$ cat config.mk
export PLATFORM = sky130hd
export DESIGN_NAME = prog_timer
export DESIGN_NICKNAME = d
export VERILOG_FILES = /design/src/rtl/pt_pkg.sv /design/src/rtl/pt_edge_sync.sv /design/src/rtl/pt_core.sv /design/src/rtl/prog_timer.sv
export SDC_FILE = /design/constraint.sdc
export NUM_CORES = 1
export LEC_CHECK = 0
export CAP_MARGIN = 10
export CORE_MARGIN = 3
export CORE_UTILIZATION = 55
export DETAILED_ROUTE_END_ITERATION = 7
export HOLD_SLACK_MARGIN = 0.06
export PLACE_DENSITY = 0.89
export RECOVER_POWER = 100
export SLEW_MARGIN = 30
export SYNTH_ARGS = -nofsm -noshare
export SYNTH_HDL_FRONTEND = slang
export SYNTH_SLANG_ARGS = --single-unit
$ cat constraint.sdc
create_clock -name clk -period 3.6 [get_ports clk]
set_clock_uncertainty 0.1 [all_clocks]
set_input_delay 0.36 -clock clk [delete_from_list [all_inputs] [get_ports clk]]
set_output_delay 0.36 -clock clk [all_outputs]
set_load 0.1 [all_outputs]
$ cat src/rtl/pt_pkg.sv
package pt_pkg;
    localparam int ADDR_W = 2;

    typedef enum logic [ADDR_W-1:0] {
        PT_A_CTRL   = 2'd0,
        PT_A_RELOAD = 2'd1,
        PT_A_COUNT  = 2'd2,
        PT_A_SPARE  = 2'd3
    } pt_addr_e;

    // control register bit positions
    localparam int CB_RUN = 0;
    localparam int CB_EVT = 1;
    localparam int CB_ONE = 2;
    localparam int CB_OE  = 3;
    localparam int CB_NUM = 4;
endpackage

$ cat src/rtl/pt_edge_sync.sv
module pt_edge_sync #(
    parameter int STAGES = 2
) (
    input  logic clk,
    input  logic rst_n,
    input  logic sig_i,
    output logic fall_o,
    output logic rise_o
);
    localparam int LEN = STAGES + 1;

    logic [LEN-1:0] sh_d, sh_q;

    always_comb begin
        sh_d = {sh_q[LEN-2:0], sig_i};
    end

    always_ff @(posedge clk or negedge rst_n) begin
        if (!rst_n) sh_q <= '0;
        else        sh_q <= sh_d;
    end

    // previous synchronized sample against current synchronized sample
    assign fall_o =  sh_q[LEN-1] & ~sh_q[LEN-2];
    assign rise_o = ~sh_q[LEN-1] &  sh_q[LEN-2];
endmodule

$ cat src/rtl/pt_core.sv
module pt_core
    import pt_pkg::*;
#(
    parameter int CW = 8
) (
    input  logic              clk,
    input  logic              rst_n,
    input  logic              cnt_fall,
    input  logic              cnt_rise,
    input  logic              wr_en,
    input  logic [ADDR_W-1:0] wr_addr,
    input  logic [CW-1:0]     wr_data,
    output logic [CW-1:0]     cnt_o,
    output logic [CW-1:0]     reload_o,
    output logic              run_o,
    output logic              evmode_o,
    output logic              oneshot_o,
    output logic              oe_o,
    output logic              irq_o,
    output logic              tout_o
);
    typedef struct packed {
        logic [CW-1:0] cnt;
        logic [CW-1:0] reload;
        logic          run;
        logic          evmode;
        logic          oneshot;
        logic          oe;
        logic          pend;
        logic          irq;
        logic          tout;
    } st_t;

    st_t st_d, st_q;

    always_comb begin
        st_d     = st_q;
        st_d.irq = 1'b0;

        if (cnt_fall && st_q.run) begin
            if (st_q.cnt == '0) begin
                st_d.cnt  = '1;
                st_d.irq  = 1'b1;
                st_d.pend = 1'b1;
                st_d.tout = ~st_q.tout;
                if (st_q.oneshot) st_d.run = 1'b0;
            end else begin
                st_d.cnt = st_q.cnt - 1'b1;
            end
        end

        if (wr_en) begin
            case (pt_addr_e'(wr_addr))
                PT_A_CTRL: begin
                    st_d.run     = wr_data[CB_RUN];
                    st_d.evmode  = wr_data[CB_EVT];
                    st_d.oneshot = wr_data[CB_ONE];
                    st_d.oe      = wr_data[CB_OE];
                end
                PT_A_RELOAD: st_d.reload = wr_data;
                default: ;
            endcase
        end

        // commit uses the reload value after this cycle's write
        if (cnt_rise && st_q.pend) begin
            st_d.cnt  = st_d.reload;
            st_d.pend = 1'b0;
        end

        if (!st_q.oe) st_d.tout = 1'b0;
    end

    always_ff @(posedge clk or negedge rst_n) begin
        if (!rst_n) st_q <= '0;
        else        st_q <= st_d;
    end

    assign cnt_o     = st_q.cnt;
    assign reload_o  = st_q.reload;
    assign run_o     = st_q.run;
    assign evmode_o  = st_q.evmode;
    assign oneshot_o = st_q.oneshot;
    assign oe_o      = st_q.oe;
    assign irq_o     = st_q.irq;
    assign tout_o    = st_q.tout;
endmodule

$ cat src/rtl/prog_timer.sv
module prog_timer
    import pt_pkg::*;
#(
    parameter int CNT_W       = 8,
    parameter int SYNC_STAGES = 2
) (
    input  logic              clk,
    input  logic              rst_n,
    input  logic              tick_i,
    input  logic              event_i,
    input  logic              wr_en_i,
    input  logic [ADDR_W-1:0] wr_addr_i,
    input  logic [CNT_W-1:0]  wr_data_i,
    input  logic [ADDR_W-1:0] rd_addr_i,
    output logic [CNT_W-1:0]  rd_data_o,
    output logic              irq_o,
    output logic              tout_o
);
    localparam int NSRC = 2;

    logic [NSRC-1:0] src_v, fall_v, rise_v;
    logic            sel_fall, sel_rise;
    logic [CNT_W-1:0] cnt, reload, ctrl_rd;
    logic            run, evmode, oneshot, oe, tout_raw;

    assign src_v = {event_i, tick_i};

    for (genvar g = 0; g < NSRC; g++) begin : g_src
        pt_edge_sync #(.STAGES(SYNC_STAGES)) u_sync (
            .clk    (clk),
            .rst_n  (rst_n),
            .sig_i  (src_v[g]),
            .fall_o (fall_v[g]),
            .rise_o (rise_v[g])
        );
    end

    assign sel_fall = evmode ? fall_v[1] : fall_v[0];
    assign sel_rise = evmode ? rise_v[1] : rise_v[0];

    pt_core #(.CW(CNT_W)) u_core (
        .clk       (clk),
        .rst_n     (rst_n),
        .cnt_fall  (sel_fall),
        .cnt_rise  (sel_rise),
        .wr_en     (wr_en_i),
        .wr_addr   (wr_addr_i),
        .wr_data   (wr_data_i),
        .cnt_o     (cnt),
        .reload_o  (reload),
        .run_o     (run),
        .evmode_o  (evmode),
        .oneshot_o (oneshot),
        .oe_o      (oe),
        .irq_o     (irq_o),
        .tout_o    (tout_raw)
    );

    always_comb begin
        ctrl_rd         = '0;
        ctrl_rd[CB_RUN] = run;
        ctrl_rd[CB_EVT] = evmode;
        ctrl_rd[CB_ONE] = oneshot;
        ctrl_rd[CB_OE]  = oe;
    end

    always_comb begin
        case (pt_addr_e'(rd_addr_i))
            PT_A_CTRL:   rd_data_o = ctrl_rd;
            PT_A_RELOAD: rd_data_o = reload;
            PT_A_COUNT:  rd_data_o = cnt;
            default:     rd_data_o = '0;
        endcase
    end

    // output gate is not retimed to the enable bit
    assign tout_o = tout_raw & oe;
endmodule

; Yosys cells after proc, flatten, opt, wreduce, memory -nomap -nowiden
; Index checks and enable logic that the tools add are counted.
[classes]
n_shift = 0
multipliers = 0
bitwise = 10
n_div = 0
add_sub_neg = 1
n_eq_ne = 5
order_cmp = 0
mux = 16
reduce_logical = 10
[ops]
columns = cell, count
row1 = 8-bit two-way mux, 4
row2 = 8-bit one-hot mux with 3 select lines, 1
row3 = 12-bit two-way mux, 1
row4 = 8-bit zero test, 1
row5 = "8-bit by 1-bit subtractor with 8-bit output, second input constant", 1
row6 = 1-bit two-way mux, 7
row7 = 3-bit two-way mux, 2
row8 = 2-bit AND reduction, 3
row9 = 1-bit bitwise AND, 5
row10 = 1-bit inverter, 5
row11 = "2-bit by 1-bit equality test with 1-bit output, second input constant", 2
row12 = 2-bit zero test, 2
row13 = 4-bit two-way mux, 1
row14 = "2-bit inequality test, second input constant", 2
row15 = 2-bit nonzero test, 2
row16 = "2-bit equality test, second input constant", 1
row17 = 1-bit logical AND, 2
[word_totals]
out_inout_bits = 10
rom_bits = 0
input_bits = 17
mem_count = 0
latch_bits = 0
reg_bits = 29
mem_bits_rw = 0

; Longest topological paths before layout
[logic_depth]
word_depth = 8
mapped_depth = 6
depth_no_buf = 6

; Hierarchy
; From an unflattened synthesis, not the netlist that was laid out.
[hier_totals]
cells_unflattened = 139
area_unflattened_um2 = 1557.7
[modules_own_cells]
columns = mod, area_each_um2, n_inst, cells_each, seq_area_each_um2
row1 = pt_core, 1194.9, 1, 110, 575.6
row2 = prog_timer, 182.7, 1, 19, 0.0
row3 = pt_edge_sync, 90.1, 2, 5, 75.1

; Least setup slack after synthesis
; Ideal clock, no wire load.
[synth_timing]
path_type = input-to-output
start = in rd_addr_i[0]
end = out rd_data_o[0]
path_stages = 3
t_required_ps = 3140
n_path_buf = 1
path_slack_ps = 319
arrival_ps = 2821
path_cell_list = clkbuf_1 -> mux2i_1 -> o21ai_0
[synth_via]
elab_chain_len = 2
elab_cells_between_ends = 4
classes_between = eq/ne (2) / mux (1) / reduce/logical (1)
[synth_rtl]
columns = element, line
row1 = "start, declared", prog_timer.sv:14  ; input logic [ADDR_W-1:0] rd_addr_i,
row2 = 2-bit equality test (tied with other cells), prog_timer.sv:68  ; case (pt_addr_e'(rd_addr_i))
row3 = 8-bit one-hot mux with 3 select lines (*), prog_timer.sv:68
row4 = "end, declared", prog_timer.sv:15  ; output logic [CNT_W-1:0] rd_data_o,
; Every way passes the cells marked *; elsewhere a longest branch is shown, timed or not.

; Worst setup path in the final report
[layout_timing]
start = in rd_addr_i[0]
end = out rd_data_o[6]
; Same word-level chain as after synthesis.

==> metrics.md <==
| Metric | Value |
|---|---|
| Pre-antenna DRT Iters | 4 |
| Hold_buf cts | 0 |
| # DRC | 0 |
| List of most frequent post-synthesis cells | 29 x dfrtp_1, 14 x o21ai_0, 12 x nand2_1 |
| DR iter-0 viols | 27 |
| Endpoints failing hold | 0 |
| Final Util | 0.755 |
| TritonCTS Buffers | 5 |
| DRT antenna net count | 0 |
| Post-CTS sizing | 0 |
| Clock transition at path regs | 90 ps |
| Max-slew violations | 30 |
| Post-DP HPWL | 2290 um |
| Antenna violations before repair | 0 |
| Number of enable flip-flop cells after synthesis | 0 |
| Global route overflow | 0 |
| WHS Path Cells | 0 |
| Worst Hold Class | flop to flop |
| CTS Buffer Depth | 2 |
| RePlAce Congestion | 0.889 |
| Outcome | complete, but fails checks |
| Register area share after synthesis | 0.511 |
| Pin count of the biggest net entering global routing | 30 |
| Max Clk Rate | 0.333 GHz |
| Vias in the first global route | 1220 |
| Core area | 2320 sq um |
| Failing checks | capacitance limit, slew limit |
| Pleak | 0.732 nW |
| Synth cell types | 41 |
| Routed len/inst | 17.0 um |
| Vias | 1110 |
| PwrDens | 578 nW/um^2 |
| # nets final | 176 |
| First-pass GRT wire length | 5460 um |
| Top FF cell, synth | dfrtp_1 |
| Async SR Flop Fraction | 1.00 |
| RSZ-0062 raised after global routing | no |
| Critical path arrival | 2550 ps |
| Clk_lat worst skew | 320 ps |
| Crit-path max FO | 8 |
| Slew headroom | -0.0435 |
| Peak VDD IR | 0.000381 V |
| Worst reg-to-reg path cell count | 6 |
| Port bufs | 26 |
| Crit Path Class | primary input to output port |
| Post-Syn Area | 1420 sq um |
| Final setup fails | 0 |
| Critical path endpoint category | output port |
| Syn_nets | 145 |
| Area grow syn2layout | 23.4% |
| Post-CTS Setup Inserts | 0 |
| Setup TNS | 0 ps |
| Syn_area_per_cell | 11.2 sq um |
| Worst slew pin tran | 1570 ps |
| Top Ports | 27 |
| Num rows | 17 |
| Min cycle time layout | 3010 ps |
| Initial core utilization | 0.612 |
| Max-Cap Viols | 1 |
| Die height | 56.8 um |
| Root Buffer | clkbuf_4 |
| Tcrit/Tclk final | 0.835 |
| Area leader, netlist | dfrtp_1 |
| Share of the synthesized area in the top cell type | 0.511 |
| CP Data Required Time | 3140 ps |
| Drt total wl | 3170 um |
| Most frequent cell after synthesis | dfrtp_1 |
| Fraction of layout cells with a size suffix above 1 | 0.176 |
| CTS sink cnt | 29 |
| Antenna Diode Count | 0 |
| Die W | 56.8 um |
| Die area | 3230 sq um |
| CTS tree | built |
| CP startpoint kind | primary input |
| H-tree Lvls | 2 |
| Synth top area cells | dfrtp_1 51%, mux2_2 8.7%, o21ai_0 4.9%, nand2_1 3.2%, mux2i_1 2.8% |
| Via/cell ratio | 5.94 |
| Yosys synthesis warning count | 0 |
| Yosys reg bits | 29 |
| Total GRT Usage | 0.217 |
| Mapped Cells | 127 |
-- layout by cell type, fill, tap and decap left out, types with 2 or more instances in the layout --
master	instances
clkbuf_4	5
mux2_1	6
nor2b_1	2
xor2_1	3
mux2i_1	4
o21ai_0	14
mux2_2	5
clkbuf_8	2
a21oi_1	2
dfrtp_1	29
dlygate4sd3_1	6
clkdlybuf4s50_1	12
buf_4	7
nor3_1	2
inv_1	3
and2_1	2
nand2_1	12
a22o_1	4
clkbuf_1	2
nor2_1	6
o211ai_1	3
nor3b_1	3
-- critical path, stage by stage --
cell	delay, ps
clkdlybuf4s50_1	560
nor2b_1	530
a22o_1	230
clkbuf_1	860
-- kinds of logic after synthesis --
family                     after synthesis  share of synthesized area
buffers and inverters                    6                     0.0159
adders and majority gates                1                    0.00882
AOI/OAI and AO/OA                       31                      0.146
DFF                                     29                      0.511
muxes                                   15                      0.116
xor gates and xnor gates                 3                     0.0185
and+or+nand+nor                         42                      0.184
-- sequential cells by signal (all words and copies together) (netlist names) --
name,cells
g_src.u_sync.sh_q,6
u_core.cnt_o,8
u_core.evmode_o,1
u_core.irq_o,1
u_core.oe_o,1
u_core.oneshot_o,1
u_core.reload_o,8
u_core.run_o,1
u_core.st_q,1
u_core.tout_o,1
-- cell type report --
class                      count  area, sq um
clock buffer                   7         65.1
clock inverter                 1         5.00
fill                         161          568
inverter                       3         11.3
multi-input combinational     92          668
sequential                    29          726
tap                           28         35.0
timing repair buffer          27          240
-- worst paths after layout --
kind | slack (ps) | startpoint | to
worst max-delay path | 590 | rd_addr_i[0] | rd_data_o[6]
worst min-delay path | 260 | g_src[1].u_sync.sh_q[0] | g_src[1].u_sync.sh_q[1]
worst max register to register | 1380 | u_core.cnt_o[0] | u_core.tout_o
worst min register to register | 260 | g_src[1].u_sync.sh_q[0] | g_src[1].u_sync.sh_q[1]
max in group asynchronous | 1640 | rst_n | u_core.cnt_o[4]
min in group asynchronous | 850 | rst_n | u_core.oe_o
-- report_power, final --
part | switching (mW) | total [mW] | internal, mW
combinational | 0.212 | 0.328 | 0.117
sequential | 0.0706 | 0.457 | 0.386
clock | 0.114 | 0.227 | 0.113
total | 0.396 | 1.01 | 0.616
-- metal layers --
| metal | GRT usage | routed length, um | vias up | part of all wire |
|---|---|---|---|---|
| met1 | 0.261 | 1380 | 541 | 0.44 |
| met4 | 0.0795 | 42 | 0 | 0.013 |
| met2 | 0.373 | 1590 | 32 | 0.50 |
| met3 | 0.0552 | 159 | 5 | 0.050 |
| li1 | - | - | 532 | - |
| met5 | 0 | 0 | - | 0 |
-- stage by stage --
| step | std cells | instance area, sq um | worst slack, ps | hold slack, ps | total power [mW] |
|---|---|---|---|---|---|
| floorplan | 127 | 1420 | 319 | -35.6 | 0.699 |
| global placement | 179 | 1690 | 1250 | 242 | 0.781 |
| detailed placement | 179 | 1690 | 1160 | 237 | 0.795 |
| CTS | 187 | 1760 | 1140 | 265 | 1.02 |
| global route | 187 | 1750 | 522 | 268 | 1.07 |
| finish | 187 | 1750 | 593 | 262 | 1.01 |
No activity file was read; power rests on OpenSTA's default activity.
